==> src/rtl/uwire_pkg.sv <==
// Shared definitions for the serial EEPROM command master.
// Holds the command codes, frame geometry and the helpers that turn a
// command into its serial frame. Byte organization only.
package uwire_pkg;

    localparam int unsigned ADDR_W  = 8;
    localparam int unsigned DATA_W  = 8;
    // start bit + 2-bit code + don't-care + address
    localparam int unsigned HDR_W   = 1 + 2 + 1 + ADDR_W;
    localparam int unsigned FRAME_W = HDR_W + DATA_W;
    localparam int unsigned BITS_W  = $clog2(FRAME_W + 1);

    typedef enum logic [2:0] {
        OP_READ  = 3'd0,
        OP_WRITE = 3'd1,
        OP_ERASE = 3'd2,
        OP_WEN   = 3'd3,
        OP_WDS   = 3'd4,
        OP_ERAL  = 3'd5,
        OP_WRAL  = 3'd6
    } uw_op_e;

    typedef logic [FRAME_W-1:0] uw_frame_t;

    // Left-aligned frame; shorter frames carry zeros in the tail.
    function automatic uw_frame_t build_frame(uw_op_e op,
                                              logic [ADDR_W-1:0] addr,
                                              logic [DATA_W-1:0] data);
        logic [1:0]        code;
        logic [ADDR_W:0]   field;
        logic [DATA_W-1:0] tail;
        code  = 2'b00;
        field = '0;
        tail  = '0;
        case (op)
            OP_READ:  begin code = 2'b10; field = {1'b0, addr}; end
            OP_WRITE: begin code = 2'b01; field = {1'b0, addr}; tail = data; end
            OP_ERASE: begin code = 2'b11; field = {1'b0, addr}; end
            OP_WEN:   field = {2'b11, {(ADDR_W-1){1'b0}}};
            OP_ERAL:  field = {2'b10, {(ADDR_W-1){1'b0}}};
            OP_WRAL:  begin field = {2'b01, {(ADDR_W-1){1'b0}}}; tail = data; end
            default:  field = '0;
        endcase
        return {1'b1, code, field, tail};
    endfunction

    // Number of serial clocks the command occupies.
    function automatic logic [BITS_W-1:0] frame_len(uw_op_e op);
        case (op)
            OP_READ, OP_WRITE, OP_WRAL: return BITS_W'(FRAME_W);
            default:                    return BITS_W'(HDR_W);
        endcase
    endfunction

    // Commands that start a self-timed program cycle.
    function automatic logic needs_poll(uw_op_e op);
        case (op)
            OP_WRITE, OP_ERASE, OP_ERAL, OP_WRAL: return 1'b1;
            default:                              return 1'b0;
        endcase
    endfunction

endpackage

==> src/rtl/uwire_tick.sv <==
// Strobe generator: pulses tick once every DIV clocks while run is high.
// Assumes DIV >= 1. The count restarts from zero whenever run is low, so the
// first strobe comes a full DIV clocks after run rises.
module uwire_tick #(
    parameter int unsigned DIV = 4
) (
    input  logic clk,
    input  logic rst_n,
    input  logic run,
    output logic tick
);
    localparam int unsigned W = $clog2(DIV + 1);

    logic [W-1:0] cnt_q;

    assign tick = run && (cnt_q == W'(DIV - 1));

    // Count clocks within the current half period.
    always_ff @(posedge clk) begin
        if (!rst_n || !run) cnt_q <= '0;
        else if (tick)      cnt_q <= '0;
        else                cnt_q <= cnt_q + 1'b1;
    end
endmodule

==> src/rtl/uwire_down_cnt.sv <==
// Loadable down counter that stops at zero.
// A load has priority over a decrement in the same cycle.
module uwire_down_cnt #(
    parameter int unsigned W = 8
) (
    input  logic         clk,
    input  logic         rst_n,
    input  logic         load,
    input  logic [W-1:0] load_val,
    input  logic         dec,
    output logic         zero,
    output logic         one
);
    logic [W-1:0] val_q;

    assign zero = (val_q == '0);
    assign one  = (val_q == W'(1));

    // Load or count down, saturating at zero.
    always_ff @(posedge clk) begin
        if (!rst_n)             val_q <= '0;
        else if (load)          val_q <= load_val;
        else if (dec && !zero)  val_q <= val_q - 1'b1;
    end
endmodule

==> src/rtl/uwire_shift_io.sv <==
// Paired shift registers for the serial wires. The transmit register is
// loaded in parallel and presents its MSB. On each step it moves one place
// left while the receive register takes in one sample at its LSB.
module uwire_shift_io #(
    parameter int unsigned TX_W = 20,
    parameter int unsigned RX_W = 8
) (
    input  logic            clk,
    input  logic            rst_n,
    input  logic            load,
    input  logic [TX_W-1:0] load_val,
    input  logic            step,
    input  logic            sin,
    output logic            sout,
    output logic [RX_W-1:0] rx_q
);
    logic [TX_W-1:0] tx_q;

    assign sout = tx_q[TX_W-1];

    // Outgoing bits: parallel load, then shift left one bit per step.
    always_ff @(posedge clk) begin
        if (!rst_n)    tx_q <= '0;
        else if (load) tx_q <= load_val;
        else if (step) tx_q <= {tx_q[TX_W-2:0], 1'b0};
    end

    // Incoming bits: append the sampled line at the LSB on each step.
    always_ff @(posedge clk) begin
        if (!rst_n)    rx_q <= '0;
        else if (step) rx_q <= {rx_q[RX_W-2:0], sin};
    end
endmodule

==> src/rtl/uwire_eeprom_host.sv <==
// Serial EEPROM command master, byte organization.
// Accepts one command in idle, sends its frame with SK made from the system
// clock (HALF_DIV clocks per half period), and samples DO on SK falling
// edges. Program commands are followed by a ready poll with CS raised again.
// Each chip-select period is followed by at least GAP_CYC clocks with CS low.
// Assumes sr_do is already synchronous to clk and settled within HALF_DIV.
module uwire_eeprom_host
    import uwire_pkg::*;
#(
    parameter int unsigned HALF_DIV   = 4,
    parameter int unsigned GAP_CYC    = 16,
    parameter int unsigned POLL_LIMIT = 20000
) (
    input  logic              clk,
    input  logic              rst_n,
    input  logic              cmd_valid,
    output logic              cmd_ready,
    input  logic [2:0]        cmd_op,
    input  logic [ADDR_W-1:0] cmd_addr,
    input  logic [DATA_W-1:0] cmd_wdata,
    output logic              done,
    output logic [DATA_W-1:0] rd_data,
    output logic              err,
    output logic              sr_cs,
    output logic              sr_sk,
    output logic              sr_di,
    input  logic              sr_do
);
    localparam int unsigned GAP_W  = $clog2(GAP_CYC + 1);
    localparam int unsigned POLL_W = $clog2(POLL_LIMIT + 1);

    typedef enum logic [1:0] {ST_IDLE, ST_FRAME, ST_GAP, ST_POLL} st_e;

    st_e               state_q;
    uw_op_e            op_q;
    uw_op_e            op_in;
    logic              cs_q, sk_q, pend_q, done_q, err_q;
    logic [DATA_W-1:0] rd_q;
    logic [DATA_W-1:0] rx_byte;

    logic tick, accept, fall, enter_gap, poll_tick;
    logic gap_zero, gap_one_unused;
    logic poll_zero, poll_one_unused;
    logic bit_zero_unused, bit_one;

    assign op_in     = uw_op_e'(cmd_op);
    assign cmd_ready = (state_q == ST_IDLE);
    assign accept    = cmd_valid && cmd_ready;
    assign fall      = (state_q == ST_FRAME) && tick && sk_q;
    assign poll_tick = (state_q == ST_POLL) && tick;
    assign enter_gap = (fall && bit_one) || (poll_tick && (sr_do || poll_zero));

    uwire_tick #(.DIV(HALF_DIV)) u_tick (
        .clk  (clk),
        .rst_n(rst_n),
        .run  ((state_q == ST_FRAME) || (state_q == ST_POLL)),
        .tick (tick)
    );

    // Remaining serial clocks in the frame.
    uwire_down_cnt #(.W(BITS_W)) u_bits (
        .clk     (clk),
        .rst_n   (rst_n),
        .load    (accept),
        .load_val(frame_len(op_in)),
        .dec     (fall),
        .zero    (bit_zero_unused),
        .one     (bit_one)
    );

    // Clocks of enforced CS-low time.
    uwire_down_cnt #(.W(GAP_W)) u_gap (
        .clk     (clk),
        .rst_n   (rst_n),
        .load    (enter_gap),
        .load_val(GAP_W'(GAP_CYC)),
        .dec     (state_q == ST_GAP),
        .zero    (gap_zero),
        .one     (gap_one_unused)
    );

    // Polls left before the ready wait is abandoned.
    uwire_down_cnt #(.W(POLL_W)) u_poll (
        .clk     (clk),
        .rst_n   (rst_n),
        .load    ((state_q == ST_GAP) && gap_zero && pend_q),
        .load_val(POLL_W'(POLL_LIMIT)),
        .dec     (poll_tick),
        .zero    (poll_zero),
        .one     (poll_one_unused)
    );

    uwire_shift_io #(.TX_W(FRAME_W), .RX_W(DATA_W)) u_shift (
        .clk     (clk),
        .rst_n   (rst_n),
        .load    (accept),
        .load_val(build_frame(op_in, cmd_addr, cmd_wdata)),
        .step    (fall),
        .sin     (sr_do),
        .sout    (sr_di),
        .rx_q    (rx_byte)
    );

    // Command sequencer: frame, gap, optional poll and gap, then done.
    always_ff @(posedge clk) begin
        if (!rst_n) begin
            state_q <= ST_IDLE;
            op_q    <= OP_WDS;
            cs_q    <= 1'b0;
            sk_q    <= 1'b0;
            pend_q  <= 1'b0;
            done_q  <= 1'b0;
            err_q   <= 1'b0;
            rd_q    <= '0;
        end else begin
            done_q <= 1'b0;
            case (state_q)
                ST_IDLE: if (accept) begin
                    op_q    <= op_in;
                    cs_q    <= 1'b1;
                    sk_q    <= 1'b0;
                    err_q   <= 1'b0;
                    state_q <= ST_FRAME;
                end
                ST_FRAME: if (tick) begin
                    sk_q <= !sk_q;
                    if (sk_q && bit_one) begin
                        cs_q    <= 1'b0;
                        pend_q  <= needs_poll(op_q);
                        state_q <= ST_GAP;
                    end
                end
                ST_GAP: if (gap_zero) begin
                    if (pend_q) begin
                        pend_q  <= 1'b0;
                        cs_q    <= 1'b1;
                        state_q <= ST_POLL;
                    end else begin
                        done_q  <= 1'b1;
                        state_q <= ST_IDLE;
                        if (op_q == OP_READ) rd_q <= rx_byte;
                    end
                end
                ST_POLL: if (tick) begin
                    if (sr_do || poll_zero) begin
                        cs_q    <= 1'b0;
                        state_q <= ST_GAP;
                        if (!sr_do) err_q <= 1'b1;
                    end
                end
                default: state_q <= ST_IDLE;
            endcase
        end
    end

    assign sr_cs   = cs_q;
    assign sr_sk   = sk_q;
    assign done    = done_q;
    assign err     = err_q;
    assign rd_data = rd_q;
endmodule

==> config.mk <==
export PLATFORM = sky130hd
export DESIGN_NAME = uwire_eeprom_host
export DESIGN_NICKNAME = d
export VERILOG_FILES = /design/src/rtl/uwire_pkg.sv /design/src/rtl/uwire_tick.sv /design/src/rtl/uwire_down_cnt.sv /design/src/rtl/uwire_shift_io.sv /design/src/rtl/uwire_eeprom_host.sv
export SDC_FILE = /design/constraint.sdc
export NUM_CORES = 1
export LEC_CHECK = 0
export ABC_CLOCK_PERIOD_IN_PS = 2600
export CAP_MARGIN = 20
export CORE_ASPECT_RATIO = 2
export CORE_MARGIN = 1
export CORE_UTILIZATION = 30
export CTS_CLUSTER_DIAMETER = 150
export CTS_CLUSTER_SIZE = 20
export DETAILED_ROUTE_END_ITERATION = 12
export DONT_BUFFER_PORTS = 1
export SETUP_SLACK_MARGIN = 0.02
export SLEW_MARGIN = 0
export SYNTH_ARGS = -nofsm -noshare
export SYNTH_HDL_FRONTEND = slang
export SYNTH_SLANG_ARGS = --single-unit
export TNS_END_PERCENT = 1
==> constraint.sdc <==
create_clock -name clk -period 2.6 [get_ports clk]
set_input_delay 0.78 -clock clk [delete_from_list [all_inputs] [get_ports clk]]
set_output_delay 0.78 -clock clk [all_outputs]
set_load 0.01 [all_outputs]
==> parameters.txt, run 1 <==
Parameter                              Value

Timing
  Final Max Tran Viols    0
  Maximum clock frequency    439.1 MHz
  Number of setup violations in the final report    0
  Worst setup skew after layout    0.003718 ns
  Final critical-path required period    2.277 ns
  Unrepaired setup endpoints after global routing    false
  Actual slew at the worst max-slew pin    0.6639 ns
  Final hold violation count    0
  Final cycle utilization of the critical path    87.58%
  Worst relative slew slack    55.12%
  Final TNS setup    0 ns

Synth
  Cell type with the largest total area after synthesis    sky130_fd_sc_hd__dfxtp_1
  Syn Inst Count    421
  EDFF count, synth    0
  Synth top cells by count    74 x sky130_fd_sc_hd__dfxtp_1, 53 x sky130_fd_sc_hd__nand2_1, 45 x sky130_fd_sc_hd__a21oi_1
  Post-Syn Area    3495 µm²
  Number of synthesized register bits    74
  Library cells used by synthesis    54
  Most frequently used flop master after synthesis    sky130_fd_sc_hd__dfxtp_1
  Synth area leaders    sky130_fd_sc_hd__dfxtp_1 42%, sky130_fd_sc_hd__a21oi_1 6.4%, sky130_fd_sc_hd__nand2_1 5.7%, sky130_fd_sc_hd__o21ai_0 5.4%, sky130_fd_sc_hd__nor2_1 3.2%
  Fraction of registers with async set/reset    0%
  Seq/Total Area, Yosys    42.39%
  Synthesized netlist net count    452
  Ys Warns    0
  Most common cell in the netlist    sky130_fd_sc_hd__dfxtp_1
  Area share of the largest cell type after synthesis    42.39%
  Synthesized area per cell    8.301 µm²

Drt
  Routed wire length    8.286 mm
  First-pass detailed-route iteration total    4
  Wire length per cell    14.72 µm
  Via/cell ratio    5.288
  Post-route antenna net violation count    0
  Number of vias after detailed routing    2977
  Number of remaining DRC errors    0
  DRC marker count from the first detailed-route iteration    145

Worst setup path
  Sort of element at the start of the critical path    flip-flop
  Critical-path maximum fanout    5
  Data arrival time of the critical path    2.48 ns
  CP cell instances    inv_1, ha_1, or4b_1, o41a_1, o211ai_1, a211oi_1
  Master of the slowest instance on the critical path    sky130_fd_sc_hd__or4b_1
  Worst reg-to-reg path cell count    6
  Slowest stage delay, CP    0.60 ns
  Critical path capture point type    flip-flop
  Worst setup path category    reg -> reg
  Worst setup path startpoint    u_poll.val_q[0]
  Source of the worst register-to-register timing path    u_poll.val_q[0]
  Required time of the worst setup path    2.81 ns

GRT
  Maximum number of pins on one net before global-route repair    33
  Number of global-route vias before repair    3010
  Initial antenna violation count    0
  Total grt overflow    0
  Global-route wire length before repair    14.00 mm
  All-layer global routing usage    14.83%

Place
  Cell count after placement    547
  Area post-placement    3646 µm²
  Routability congestion estimate from global placement    0.8009
  I/O Buffers    0
  Detailed Place HPWL    5.887 mm

Clocking
  PostCTS Resize Cnt    0
  Sinks on the clock net    74
  CTS tree    yes
  Clock transition at the register clock pins on the worst setup and hold paths after CTS    0.06 ns
  Clock buffers created by TritonCTS    9
  Setup repair bufs after CTS    0
  Clock Path Buffers    2
  Hold-fix buffers at CTS    0
  Worst-skew pair later-pin latency    0.34 ns
  Clock root buffer master    sky130_fd_sc_hd__clkbuf_16
  Number of H-tree branching levels    3

Run status
  Outcome    complete, no violations

Final layout
  Number of antenna cells inserted    0
  Layout cells sized above 1    10.21%
  Post-route standard cell area excluding fillers    3951 µm²
  Final Util    34.80%
  Post-synthesis to final-layout area growth    13.07%
  Final layout net count    447
  Final Non-Filler Cells    563

Floorplanning
  Initial Utilization    30.78%
  Area of the placeable core    11350 µm²
  Row count    55
  Die width    78.32 µm
  Die span in y    154.6 µm
  DIE AREA    12110 µm²
  IO Pins    37

Pwr
  Maximum vdd ir drop    0.5224 mV
  Areal power density over the cells    651.1 nW/µm²
  Overall Power    0.002573 W
  P_leak    1.385 nW

Worst hold path
  Class of the most critical hold timing path    reg -> reg
  Launch instance of the worst min-delay path    u_tick.cnt_q[0]
  Hold Path Stages    1

Job
  Number of max-cap violations    0
logic make-up (layout without fill, tap and decap cells):
group                      Yosys count  after routing  share of synthesized area, %
and+or+nand+nor                    156            156                         24.20
AOI/OAI and AO/OA                  122            122                         20.91
DFF                                 74             74                         42.39
buffers and inverters               44             44                         5.048
muxes                                9              9                         2.578
adders and majority gates            8              8                         2.864
xor gates and xnor gates             8              8                         2.005
cells in the final DEF, fill, tap and decap left out, types with 3 or more instances in the layout:
master / count
sky130_fd_sc_hd__nor4_1: 6
sky130_fd_sc_hd__nand2_1: 53
sky130_fd_sc_hd__ha_1: 8
sky130_fd_sc_hd__nand3_1: 12
sky130_fd_sc_hd__a31oi_1: 3
sky130_fd_sc_hd__a21oi_1: 45
sky130_fd_sc_hd__o211ai_1: 4
sky130_fd_sc_hd__o31ai_1: 5
sky130_fd_sc_hd__nor4b_1: 3
sky130_fd_sc_hd__or3_1: 8
sky130_fd_sc_hd__buf_4: 12
sky130_fd_sc_hd__nor3b_1: 3
sky130_fd_sc_hd__clkinv_2: 3
sky130_fd_sc_hd__nand2b_1: 3
sky130_fd_sc_hd__dfxtp_1: 74
sky130_fd_sc_hd__clkbuf_16: 9
sky130_fd_sc_hd__or4_1: 5
sky130_fd_sc_hd__o21ai_0: 38
sky130_fd_sc_hd__xor2_1: 3
sky130_fd_sc_hd__inv_1: 15
sky130_fd_sc_hd__a211oi_1: 3
sky130_fd_sc_hd__and3_1: 3
sky130_fd_sc_hd__xnor2_1: 5
sky130_fd_sc_hd__nor2b_1: 3
sky130_fd_sc_hd__o31a_1: 10
sky130_fd_sc_hd__nor2_1: 30
sky130_fd_sc_hd__or2_2: 3
sky130_fd_sc_hd__nor3_1: 6
sky130_fd_sc_hd__o21a_1: 3
sky130_fd_sc_hd__or3b_2: 3
sky130_fd_sc_hd__mux2i_1: 9
state kept, by name (all words and copies together), names as in the netlist:
register and flops:
u_bits.val_q 5, done 1, err 1, u_tick.cnt_q 3
u_poll.val_q 15, sr_sk 1, op_q 3, rd_data 8
u_shift.rx_q 8, u_gap.val_q 5, sr_cs 1, pend_q 1
state_q 2, u_shift.tx_q 20
routing by layer:
metal	track usage [%]	wire, µm	vias to the layer above
li1	-	-	1480
met1	14.53	3111	1415
met2	26.90	4540	65
met3	4.071	335	17
met4	9.171	298	0
met5	0	0	-
worst paths after layout:
path / end / slack [ns]
worst min register to register: u_tick.cnt_q[0] / 0.43
worst min-delay path: u_tick.cnt_q[0] / 0.43
worst max-delay path: u_gap.val_q[1] / 0.32
worst max register to register: u_gap.val_q[1] / 0.32
worst max-delay path: cells and delay by family (launching register included):
kind / cells / cell delay (ns)
compound gates: 3 / 0.95
simple gates: 1 / 0.60
flops: 1 / 0.33
fa+ha+maj: 1 / 0.18
buf+inv: 1 / 0.08
cell type report:
type	count	area [µm²]
well taps	142	177.7
fillers	1192	7403
repair buffers	12	90.09
inverters	16	60.06
clock buffers	11	252.7
flip-flops and latches	74	1481
multi-input cells	303	1837
clock inverters	5	52.55
power breakdown:
| part | leakage, nW | internal, W | switching [W] |
|---|---|---|---|
| Clock | 0.151 | 0.000789 | 0.000470 |
| Combinational | 0.632 | 0.0000497 | 0.0000726 |
| Sequential | 0.602 | 0.00117 | 0.0000223 |
| Total | 1.38 | 0.00201 | 0.000565 |
through the flow:
step | hold WS (ns) | worst slack (ns)
floorplan | 0.3992 | 0.5060
global placement | 0.4077 | 0.3476
detailed placement | 0.4238 | 0.2975
CTS | 0.4325 | 0.2874
global route | 0.4481 | 0.1504
finish | 0.4257 | 0.3228
No activity file was read; power rests on OpenSTA's default activity.
==> run 2, diff against run 1 <==
--- a/config.mk
+++ b/config.mk
@@ -7,7 +7,6 @@
 export LEC_CHECK = 0
 export ABC_CLOCK_PERIOD_IN_PS = 2600
 export CAP_MARGIN = 20
-export CORE_ASPECT_RATIO = 2
 export CORE_MARGIN = 1
 export CORE_UTILIZATION = 30
 export CTS_CLUSTER_DIAMETER = 150
@@ -15,7 +14,6 @@
 export DETAILED_ROUTE_END_ITERATION = 12
 export DONT_BUFFER_PORTS = 1
 export SETUP_SLACK_MARGIN = 0.02
-export SLEW_MARGIN = 0
 export SYNTH_ARGS = -nofsm -noshare
 export SYNTH_HDL_FRONTEND = slang
 export SYNTH_SLANG_ARGS = --single-unit
==> run 2 against run 1 <==
Hold slack improved by 0.00076 ns; first-iteration DRC count is 19% higher; cell area increased by 0.16%; combinational power is essentially flat; total power is 4.9% higher; sequential power barely moved; utilization about the same; fmax shrank 0.65%; highest routed layer unchanged; critical endpoint is now u_poll.val_q[13]; clock-buffer cell count down 1; die area down 0.21%; largest cell class unchanged; critical path depth did not move; routed wire length shrank 6.1%.
==> parameters.txt, run 2 (synthesis gave the netlist of run 1 again) <==
Parameter                              Value

Timing
  Worst setup skew after layout    0.006364 ns
  Final critical-path required period    2.292 ns
  Final cycle utilization of the critical path    88.16%
  Final TNS setup    0 ns
  Number of setup violations in the final report    0
  Final Max Tran Viols    0
  Final hold violation count    0
  Actual slew at the worst max-slew pin    0.6308 ns
  Unrepaired setup endpoints after global routing    false
  Worst relative slew slack    57.35%
  Hold slack final    0.4264 ns
  Maximum clock frequency    436.3 MHz

GRT
  All-layer global routing usage    13.84%
  Number of global-route vias before repair    2749
  Global-route wire length before repair    13.04 mm
  Total grt overflow    0
  Maximum number of pins on one net before global-route repair    33
  Initial antenna violation count    0

Clocking
  Number of H-tree branching levels    3
  PostCTS Resize Cnt    0
  Hold-fix buffers at CTS    0
  Sinks on the clock net    74
  CTS tree    yes
  Clock root buffer master    sky130_fd_sc_hd__clkbuf_16
  Clock buffers created by TritonCTS    9
  Worst-skew pair later-pin latency    0.33 ns
  Clock transition at the register clock pins on the worst setup and hold paths after CTS    0.05 ns
  Clock Path Buffers    2
  Setup repair bufs after CTS    0

Final layout
  Largest registers    u_shift.tx_q (20), u_poll.val_q (15)
  Post-synthesis to final-layout area growth    13.25%
  Layout cells sized above 1    9.113%
  Register bank with the most flops    u_shift.tx_q
  Number of antenna cells inserted    0
  Most frequent cells in the layout    74 x sky130_fd_sc_hd__dfxtp_1, 53 x sky130_fd_sc_hd__nand2_1, 45 x sky130_fd_sc_hd__a21oi_1, 38 x sky130_fd_sc_hd__o21ai_0, 30 x sky130_fd_sc_hd__nor2_1
  Final layout net count    444
  Leading cell type in the layout, fill and taps excluded    sky130_fd_sc_hd__dfxtp_1
  Max reg flops    20

Worst setup path
  Master of the slowest instance on the critical path    sky130_fd_sc_hd__or4_1
  Data arrival time of the critical path    2.55 ns
  Source of the worst register-to-register timing path    u_tick.cnt_q[0]
  Most frequent cell on the critical path    sky130_fd_sc_hd__ha_1
  Required time of the worst setup path    2.85 ns
  CP Capture Point    u_poll.val_q[13]
  Critical-path maximum fanout    10
  CP cell instances    ha_1, ha_1, and3_1, nand3_1, or4_1, a21oi_1
  Register-to-Register Setup Slack    0.31 ns
  Slowest stage delay, CP    0.57 ns
  Sort of element at the start of the critical path    flip-flop
  Critical path capture point type    flip-flop
  Worst setup path startpoint    u_tick.cnt_q[0]
  RR Endpoint    u_poll.val_q[13]
  Worst setup path category    reg -> reg
  Worst reg-to-reg path cell count    6

Drt
  Number of vias after detailed routing    2891
  DRC marker count from the first detailed-route iteration    173
  Post-route antenna net violation count    0
  First-pass detailed-route iteration total    4
  Number of remaining DRC errors    0
  Routed wire length    7.780 mm
  Wire length per cell    13.89 µm
  Via/cell ratio    5.163

Floorplanning
  Die span in y    109.9 µm
  DIE AREA    12080 µm²
  Initial Utilization    30.74%
  Area of the placeable core    11370 µm²
  Row count    39
  IO Pins    37
  Die width    109.9 µm

Pwr
  Maximum vdd ir drop    0.3218 mV
  P_leak    1.381 nW
  Areal power density over the cells    681.7 nW/µm²

Job
  Number of max-cap violations    0

Place
  Routability congestion estimate from global placement    0.7532
  I/O Buffers    0
  Detailed Place HPWL    5.260 mm

Worst hold path
  Class of the most critical hold timing path    reg -> reg
  Launch instance of the worst min-delay path    u_tick.cnt_q[0]

Run status
  Outcome    complete, no violations
run 2: cell types whose count changed in the layout (fill, tap and decap cells not counted), sizes merged:
cell      previous run  this run
buf                 12         9
bufinv               1         3
clkbuf              11        10
clkinv               3         2
clkinvlp             1         0
run 2: metal layers:
layer / vias to the layer above / global-route usage, % / share of wire (%)
met4: 0 / 4.762 / 1.3
met1: 1352 / 17.49 / 48
met2: 53 / 22.23 / 45
li1: 1476 / - / -
met3: 10 / 4.209 / 4.9
met5: - / 0 / 0
run 2: worst min path at each step:
stage,end,slack (ns),cells after the start
after floorplan,u_tick.cnt_q[0],0.40,1
after global placement,u_tick.cnt_q[0],0.41,1
after detailed placement,u_tick.cnt_q[0],0.42,1
after CTS,u_tick.cnt_q[0],0.43,1
after global routing,u_tick.cnt_q[0],0.46,1
final,u_tick.cnt_q[0],0.43,1
run 2: critical path, delay by kind of cell, from the launching register on:
family / cells / cell delay (ns)
simple gates: 3 / 1.23
flops: 1 / 0.33
compound gates: 1 / 0.16
fa+ha+maj: 2 / 0.48
run 2: stage by stage:
step | worst slack (ns) | util (%) | area (µm²) | std cells | total power [W]
after floorplan | 0.5060 | - | 3495 | 421 | 0.001316
after global placement | 0.3641 | 31.88 | 3625 | 545 | 0.001332
after detailed placement | 0.3364 | 31.88 | 3625 | 545 | 0.001336
after CTS | 0.3102 | 34.81 | 3958 | 560 | 0.002726
after global routing | 0.09750 | 34.81 | 3958 | 560 | 0.002797
final | 0.3078 | 34.81 | 3958 | 560 | 0.002698
run 2: power breakdown:
part           switching (W)  internal [W]  leakage [nW]
clock network       0.000455      0.000932         0.163
logic              0.0000722     0.0000487         0.617
registers          0.0000222       0.00117         0.602
run 2: area by class of cell:
| cell class | instances | area, µm² |
|---|---|---|
| Fill cell | 1173 | 7412 |
| Multi-Input combinational cell | 303 | 1837 |
| Sequential cell | 74 | 1481 |
| Clock buffer | 10 | 229.0 |
| Tap cell | 143 | 178.9 |
| Clock inverter | 5 | 103.9 |
| Timing Repair Buffer | 9 | 67.56 |
| Inverter | 16 | 60.06 |
